===== src/rtl/oag_pkg.sv =====
// Shared definitions for the operand address generator.
// Assumes a 4-bit mode code; codes not listed below are treated as undefined.
package oag_pkg;

    typedef enum logic [3:0] {
        M_REG   = 4'd0,
        M_MDIR  = 4'd1,
        M_MIND  = 4'd2,
        M_IMML  = 4'd3,
        M_IMMLX = 4'd4,
        M_ISP   = 4'd5,
        M_ISN   = 4'd6,
        M_ICR   = 4'd7,
        M_BASE  = 4'd8,
        M_BASEX = 4'd9
    } oag_mode_e;

    typedef enum logic [1:0] {
        S_IDLE     = 2'd0,
        S_READ_PTR = 2'd1,
        S_DONE     = 2'd2
    } oag_state_e;

endpackage


===== src/rtl/oag_short_imm.sv =====
// Expands a short immediate field into a full-width operand.
// The field value n stands for n+1. The negative form returns the two's complement of n+1.
// Assumes SIMM_W < DATA_W.
module oag_short_imm #(
    parameter int DATA_W = 16,
    parameter int SIMM_W = 4
) (
    input  logic [SIMM_W-1:0] simm,
    input  logic              neg,
    output logic [DATA_W-1:0] value
);
    logic [DATA_W-1:0] mag;

    // Forms the implied-plus-one magnitude and applies the sign.
    always_comb begin
        mag   = DATA_W'(simm) + DATA_W'(1);
        value = neg ? (~mag + DATA_W'(1)) : mag;
    end
endmodule


===== src/rtl/oag_calc.sv =====
// Combinational value and address former for every addressing mode.
// Drives both register read numbers and assumes the register file answers in the same cycle.
// Flags the indirect mode so that the sequencer can run a memory read.
module oag_calc
    import oag_pkg::*;
#(
    parameter int DATA_W = 16,
    parameter int RAW    = 4,
    parameter int BRW    = 2,
    parameter int DISP_W = 8,
    parameter int SIMM_W = 4
) (
    input  logic [3:0]        mode,
    input  logic [RAW-1:0]    rb,
    input  logic [RAW-1:0]    rx,
    input  logic [BRW-1:0]    brp,
    input  logic [DISP_W-1:0] disp,
    input  logic [SIMM_W-1:0] simm,
    input  logic [DATA_W-1:0] aword,
    input  logic [DATA_W-1:0] ic,
    output logic [RAW-1:0]    rf_a_addr,
    input  logic [DATA_W-1:0] rf_a_data,
    output logic [RAW-1:0]    rf_b_addr,
    input  logic [DATA_W-1:0] rf_b_data,
    output logic [DATA_W-1:0] calc_val,
    output logic              calc_is_addr,
    output logic              calc_indirect
);
    // Base registers occupy the top 2^BRW entries of the register file.
    localparam int BASE_OFS = (1 << RAW) - (1 << BRW);

    logic              base_sel;
    logic [DATA_W-1:0] idx_term;
    logic [DATA_W-1:0] disp_sx;
    logic [DATA_W-1:0] disp_zx;
    logic [DATA_W-1:0] ic_cur;
    logic [DATA_W-1:0] simm_val;

    oag_short_imm #(.DATA_W(DATA_W), .SIMM_W(SIMM_W)) u_simm (
        .simm  (simm),
        .neg   (mode == M_ISN),
        .value (simm_val)
    );

    // Chooses the register numbers and prepares the addends.
    always_comb begin
        base_sel  = (mode == M_BASE) || (mode == M_BASEX);
        rf_a_addr = base_sel ? (RAW'(BASE_OFS) + RAW'(brp)) : rb;
        rf_b_addr = rx;
        idx_term  = (rx != '0) ? rf_b_data : '0;
        disp_sx   = {{(DATA_W-DISP_W){disp[DISP_W-1]}}, disp};
        disp_zx   = DATA_W'(disp);
        ic_cur    = ic - DATA_W'(2);
    end

    // Selects the result for the decoded mode. All sums wrap.
    always_comb begin
        calc_val      = '0;
        calc_is_addr  = 1'b0;
        calc_indirect = 1'b0;
        case (mode)
            M_REG:   calc_val = rf_a_data;
            M_MDIR:  begin calc_val = aword + idx_term; calc_is_addr = 1'b1; end
            M_MIND:  begin calc_val = aword + idx_term; calc_is_addr = 1'b1; calc_indirect = 1'b1; end
            M_IMML:  calc_val = aword;
            M_IMMLX: calc_val = aword + idx_term;
            M_ISP:   calc_val = simm_val;
            M_ISN:   calc_val = simm_val;
            M_ICR:   begin calc_val = ic_cur + disp_sx; calc_is_addr = 1'b1; end
            M_BASE:  begin calc_val = rf_a_data + disp_zx; calc_is_addr = 1'b1; end
            M_BASEX: begin calc_val = rf_a_data + idx_term; calc_is_addr = 1'b1; end
            default: begin calc_val = '0; calc_is_addr = 1'b0; end
        endcase
    end

    // Checks the short immediate expander against the sign rules.
    always_comb begin
        if (mode == M_ISP) begin
            AST_SIMM_POS_NONZERO: assert (simm_val != '0 && !simm_val[DATA_W-1]);
        end
        if (mode == M_ISN) begin
            AST_SIMM_NEG_SIGN: assert (simm_val[DATA_W-1]);
        end
    end
endmodule


===== src/rtl/oag_seq.sv =====
// Sequencer. It accepts a request, registers a single-cycle result, or runs the
// pointer read for the indirect mode (IDLE -> READ_PTR -> DONE).
// Assumes memory raises rvalid only while mem_req is high.
module oag_seq
    import oag_pkg::*;
#(
    parameter int DATA_W = 16
) (
    input  logic              clk,
    input  logic              rst_n,
    input  logic              start,
    input  logic [DATA_W-1:0] calc_val,
    input  logic              calc_is_addr,
    input  logic              calc_indirect,
    output logic              mem_req,
    output logic [DATA_W-1:0] mem_addr,
    input  logic              mem_rvalid,
    input  logic [DATA_W-1:0] mem_rdata,
    output logic              done,
    output logic [DATA_W-1:0] result,
    output logic              is_addr
);
    oag_state_e state;
    logic       accept;

    // A request is taken in any state except while a pointer read is outstanding.
    always_comb accept = start && (state != S_READ_PTR);

    // Advances the state and captures the pointer or the result.
    always_ff @(posedge clk) begin
        if (!rst_n) begin
            state    <= S_IDLE;
            mem_addr <= '0;
            result   <= '0;
            is_addr  <= 1'b0;
        end else begin
            case (state)
                S_READ_PTR: begin
                    if (mem_rvalid) begin
                        state   <= S_DONE;
                        result  <= mem_rdata;
                        is_addr <= 1'b1;
                    end
                end
                default: begin
                    if (accept && calc_indirect) begin
                        state    <= S_READ_PTR;
                        mem_addr <= calc_val;
                    end else if (accept) begin
                        state   <= S_DONE;
                        result  <= calc_val;
                        is_addr <= calc_is_addr;
                    end else begin
                        state <= S_IDLE;
                    end
                end
            endcase
        end
    end

    // Decodes the handshake outputs from the state.
    always_comb begin
        mem_req = (state == S_READ_PTR);
        done    = (state == S_DONE);
    end

    AST_SINGLE_CYCLE_DONE: assert property (@(posedge clk) disable iff (!rst_n)
        (start && !mem_req && !calc_indirect) |=> done);
    AST_IND_REQ_RISES: assert property (@(posedge clk) disable iff (!rst_n)
        (start && !mem_req && calc_indirect) |=> mem_req);
    AST_PTR_HELD: assert property (@(posedge clk) disable iff (!rst_n)
        (mem_req && !mem_rvalid) |=> (mem_req && $stable(mem_addr)));
    AST_DONE_HAS_CAUSE: assert property (@(posedge clk) disable iff (!rst_n)
        done |-> ($past(start) || $past(mem_rvalid)));
    AST_BUSY_START_IGNORED: assert property (@(posedge clk) disable iff (!rst_n)
        (mem_req && !mem_rvalid && start) |=> !done);
endmodule


===== src/rtl/opnd_addr_gen.sv =====
// Top level of the operand address generator: the combinational former feeds the sequencer.
// Register reads are combinational through two ports. The memory read is request/valid.
module opnd_addr_gen
    import oag_pkg::*;
#(
    parameter int DATA_W = 16,
    parameter int RAW    = 4,
    parameter int BRW    = 2,
    parameter int DISP_W = 8,
    parameter int SIMM_W = 4
) (
    input  logic              clk,
    input  logic              rst_n,
    input  logic              start,
    input  logic [3:0]        mode,
    input  logic [RAW-1:0]    rb,
    input  logic [RAW-1:0]    rx,
    input  logic [BRW-1:0]    brp,
    input  logic [DISP_W-1:0] disp,
    input  logic [SIMM_W-1:0] simm,
    input  logic [DATA_W-1:0] aword,
    input  logic [DATA_W-1:0] ic,
    output logic [RAW-1:0]    rf_a_addr,
    input  logic [DATA_W-1:0] rf_a_data,
    output logic [RAW-1:0]    rf_b_addr,
    input  logic [DATA_W-1:0] rf_b_data,
    output logic              mem_req,
    output logic [DATA_W-1:0] mem_addr,
    input  logic              mem_rvalid,
    input  logic [DATA_W-1:0] mem_rdata,
    output logic              done,
    output logic [DATA_W-1:0] result,
    output logic              is_addr
);
    logic [DATA_W-1:0] calc_val;
    logic              calc_is_addr;
    logic              calc_indirect;

    oag_calc #(
        .DATA_W(DATA_W), .RAW(RAW), .BRW(BRW), .DISP_W(DISP_W), .SIMM_W(SIMM_W)
    ) u_calc (
        .mode          (mode),
        .rb            (rb),
        .rx            (rx),
        .brp           (brp),
        .disp          (disp),
        .simm          (simm),
        .aword         (aword),
        .ic            (ic),
        .rf_a_addr     (rf_a_addr),
        .rf_a_data     (rf_a_data),
        .rf_b_addr     (rf_b_addr),
        .rf_b_data     (rf_b_data),
        .calc_val      (calc_val),
        .calc_is_addr  (calc_is_addr),
        .calc_indirect (calc_indirect)
    );

    oag_seq #(.DATA_W(DATA_W)) u_seq (
        .clk           (clk),
        .rst_n         (rst_n),
        .start         (start),
        .calc_val      (calc_val),
        .calc_is_addr  (calc_is_addr),
        .calc_indirect (calc_indirect),
        .mem_req       (mem_req),
        .mem_addr      (mem_addr),
        .mem_rvalid    (mem_rvalid),
        .mem_rdata     (mem_rdata),
        .done          (done),
        .result        (result),
        .is_addr       (is_addr)
    );

    AST_RESET_QUIET: assert property (@(posedge clk)
        !rst_n |=> (!done && !mem_req));
endmodule


===== config.mk =====
export PLATFORM = sky130hd
export DESIGN_NAME = opnd_addr_gen
export DESIGN_NICKNAME = d
export VERILOG_FILES = /design/src/rtl/oag_pkg.sv /design/src/rtl/oag_short_imm.sv /design/src/rtl/oag_calc.sv /design/src/rtl/oag_seq.sv /design/src/rtl/opnd_addr_gen.sv
export SDC_FILE = /design/constraint.sdc
export NUM_CORES = 1
export LEC_CHECK = 0
export ABC_AREA = 0
export CORE_AREA = 4 4 111 92
export CTS_CLUSTER_SIZE = 28
export DETAILED_ROUTE_END_ITERATION = 12
export DIE_AREA = 0 0 115 96
export DONT_BUFFER_PORTS = 1
export PLACE_DENSITY = 0.78
export SETUP_SLACK_MARGIN = 0.15
export SYNTH_ARGS = -nofsm -noshare
export SYNTH_HDL_FRONTEND = slang
export SYNTH_SLANG_ARGS = --single-unit

===== constraint.sdc =====
create_clock -name clk -period 3.7 [get_ports clk]
set_input_delay 0.185 -clock clk [delete_from_list [all_inputs] [get_ports clk]]
set_output_delay 0.185 -clock clk [all_outputs]
set_load 0.005 [all_outputs]

==> flow_summary.yaml <==
clocking:
  cts_num_sinks: 35
  cts_resized: 0
  cts_hold_buf: 0
  cts_setup_buffers: 0
  cts_tree: "yes"
  clockRootBuffer: "clkbuf_16"
  clockBufferDepth: 2
  clk_latency_ps: 280
  htreeDepth: 2
  cts.clk_slew.worst_paths_ps: 60
  cts_made_buffers: 5
synth:
  synthesis.nets: 947
  netlist_area_mm2: 0.00537
  yosys_warnings: 0
  ys_types: 76
  yosys.area.top_type: "dfxtp_1"
  async_flop_share_pct: 0
  synth-seq-area-share_pct: 13.0
  syn_area_per_cell_um2: 6.90
  synth-seq-cells: 35
  synth_flop_cell: "dfxtp_1"
  synth_edf_count: 0
  synth_cells: 778
  synth_top_area_share_pct: 13.0
  synthTopCellsByArea: "dfxtp_1 (13%), ha_1 (13%), nor2_1 (6.2%)"
drt:
  vias: 5783
  postRouteAntennaNets: 0
  first_pass_iters: 6
  routed_via_density: 6.66
  wirelength_um: 18000
  wire_per_inst_um: 20.7
  drt_iter0_drc: 687
  drc: 0
sta:
  clock.fmax_mhz: 308
  fin_crit_ps: 3250
  hold_viol_final: 0
  max-slew-margin-rel_pct: 43.0
  rsz0062_at_grt: "false"
  finalSetupViolations: 0
  worst_slew_pin_slew_ps: 849
  fin_crit_sh_pct: 87.7
  finalSetupTns_ps: 0
  slew_violations: 0
  clock_skew_ps: 6.09
critical_path:
  critical_path_arrival_ps: 3420
  crit_end: "u_seq.result[15]"
  crit_type: "input pin to register"
  crit_path_max_fanout: 28
  r2r-start: "u_seq.state[1]"
  critPathLaunchType: "input pin"
  cpMaxStageDelayCell: "or4_4"
  cp_slowest_stage_delay_ps: 560
  worstPathCellList: "or4_4, buf_4, and2_1, nor2b_1, ha_1, a21oi_1, o21ai_0, a21o_1, a221oi_1, xnor2_1, a21oi_1, nand2_1, o221ai_1, nand2_1"
  reg2reg_depth: 5
  crit_required_ps: 3870
  r2r_slack_ps: 1460
  cp-end-kind: "register"
  reg2reg_to: "u_seq.mem_addr[12]"
  critPathLaunch: "rx[1]"
power_and_ir_drop:
  finalPower_mw: 1.60
  p_leak_nw: 2.41
  ir_worst_vdd_uv: 200
  p_per_area_mw_per_mm2: 285
die:
  num_io_pins: 153
  die-area_mm2: 0.0110
  start_util_pct: 59.7
  die_height_um: 96
  std_cell_rows: 31
  coreArea_mm2: 0.00900
  die_w_um: 115
placed_design:
  place_inst: 859
  port-buffer-count: 0
  gp_congestion: 0.972
  dp_hpwl_um: 14700
  dpl_cell_area_mm2: 0.00545
finish:
  fin_util_pct: 62.5
  final_common_cell: "nor2_1"
  syn2layout_area_growth_pct: 4.66
  drive_above_1_share_pct: 6.65
  final_cells: 868
  layout.nets: 920
  stdcell_area_mm2: 0.00562
  nFillCells: 831
  layout_common_cells: "nor2_1 (88), nand2_1 (71), inv_1 (64)"
hold_path:
  hp-class: "input pin to register"
  min_from: "rst_n"
global_routing:
  grt_pass1_vias: 5359
  grt_max_degree: 29
  grt_usage_pct: 31.5
  overflow: 0
  grt_pass1_wl_um: 27800
  antenna_found_initial: 0
job:
  max_cap_violations: 0
outcome:
  outcome: "finished, final reports clean"
==> metrics by stage <==
stage | worst slack, ps | hold slack [ps]
after global placement | 243 | 326
after global routing | 274 | 53.3
after detailed placement | 219 | 330
after CTS | 500 | 42.7
final | 455 | 36.5
after floorplan | 157 | 337
==> worst max-delay path: cells and delay by family <==
kind | cells | cell delay [ps]
and+or+nand+nor | 5 | 1080
buffers and inverters | 1 | 250
AOI/OAI and AO/OA | 6 | 1440
adders and majority gates | 1 | 350
xor gates and xnor gates | 1 | 120
==> power by group <==
group | switching [mW] | internal (mW)
sequential | 0.0164 | 0.397
clock | 0.165 | 0.317
combinational | 0.414 | 0.292
==> area by class of cell <==
class                      instances  area (um2)  share of cell area, %
antenna                            1        2.50                 0.0445
clock buffer                       5         125                   2.23
clock inverter                     3        43.8                  0.779
inverter                          66         248                   4.41
multi-input combinational        631        4270                   75.9
sequential                        35         701                   12.5
tap                              115         144                   2.56
timing repair buffer              12        90.1                   1.60
==> sequential cells by signal, summed over array words and instances (netlist names) <==
name	flops
u_seq.state	2
u_seq.is_addr	1
u_seq.mem_addr	16
u_seq.result	16
==> cells by family (layout without fill, tap and decap cells) <==
group | Yosys count | after routing | share of synthesized area, %
fa+ha+maj | 59 | 59 | 14.2
buf+inv | 112 | 86 | 8.39
mux | 9 | 9 | 1.72
xor+xnor | 43 | 43 | 7.01
compound gates | 246 | 246 | 31.1
flops | 35 | 35 | 13.0
other cells | 0 | 1 | 0
simple gates | 274 | 274 | 24.5
==> cell usage after synthesis (7+ instances only) <==
library cell and n:
ha_1 56, xor2_1 16, o211ai_1 12, nand2b_1 12
nor2_1 88, clkbuf_1 33, xnor2_1 27, nor2b_1 11
o21ai_0 59, and2_1 11, a211oi_1 21, dfxtp_1 35
nand3_1 18, mux2i_1 7, nor3_1 26, o21a_1 9
nand2_1 71, a21o_1 12, a221oi_1 8, a31oi_1 7
inv_1 65, a21oi_1 53
==> per-layer routing <==
layer,track usage (%),vias up,wire [um]
met1,44.6,2633,7690
met4,7.33,0,475
met5,0,-,0
li1,-,2752,-
met2,48.8,351,7690
met3,6.85,47,2120
==> how the worst min path moves through the flow <==
stage | slack, ps | endpoint | depth (start not counted)
after global routing | 50 | u_seq.mem_addr[10] | 2
after floorplan | 340 | u_seq.result[13] | 1
after detailed placement | 330 | u_seq.result[11] | 2
after CTS | 40 | u_seq.mem_addr[10] | 2
final | 40 | u_seq.mem_addr[10] | 2
after global placement | 330 | u_seq.result[15] | 2
Power figures use the tool's default switching activity.
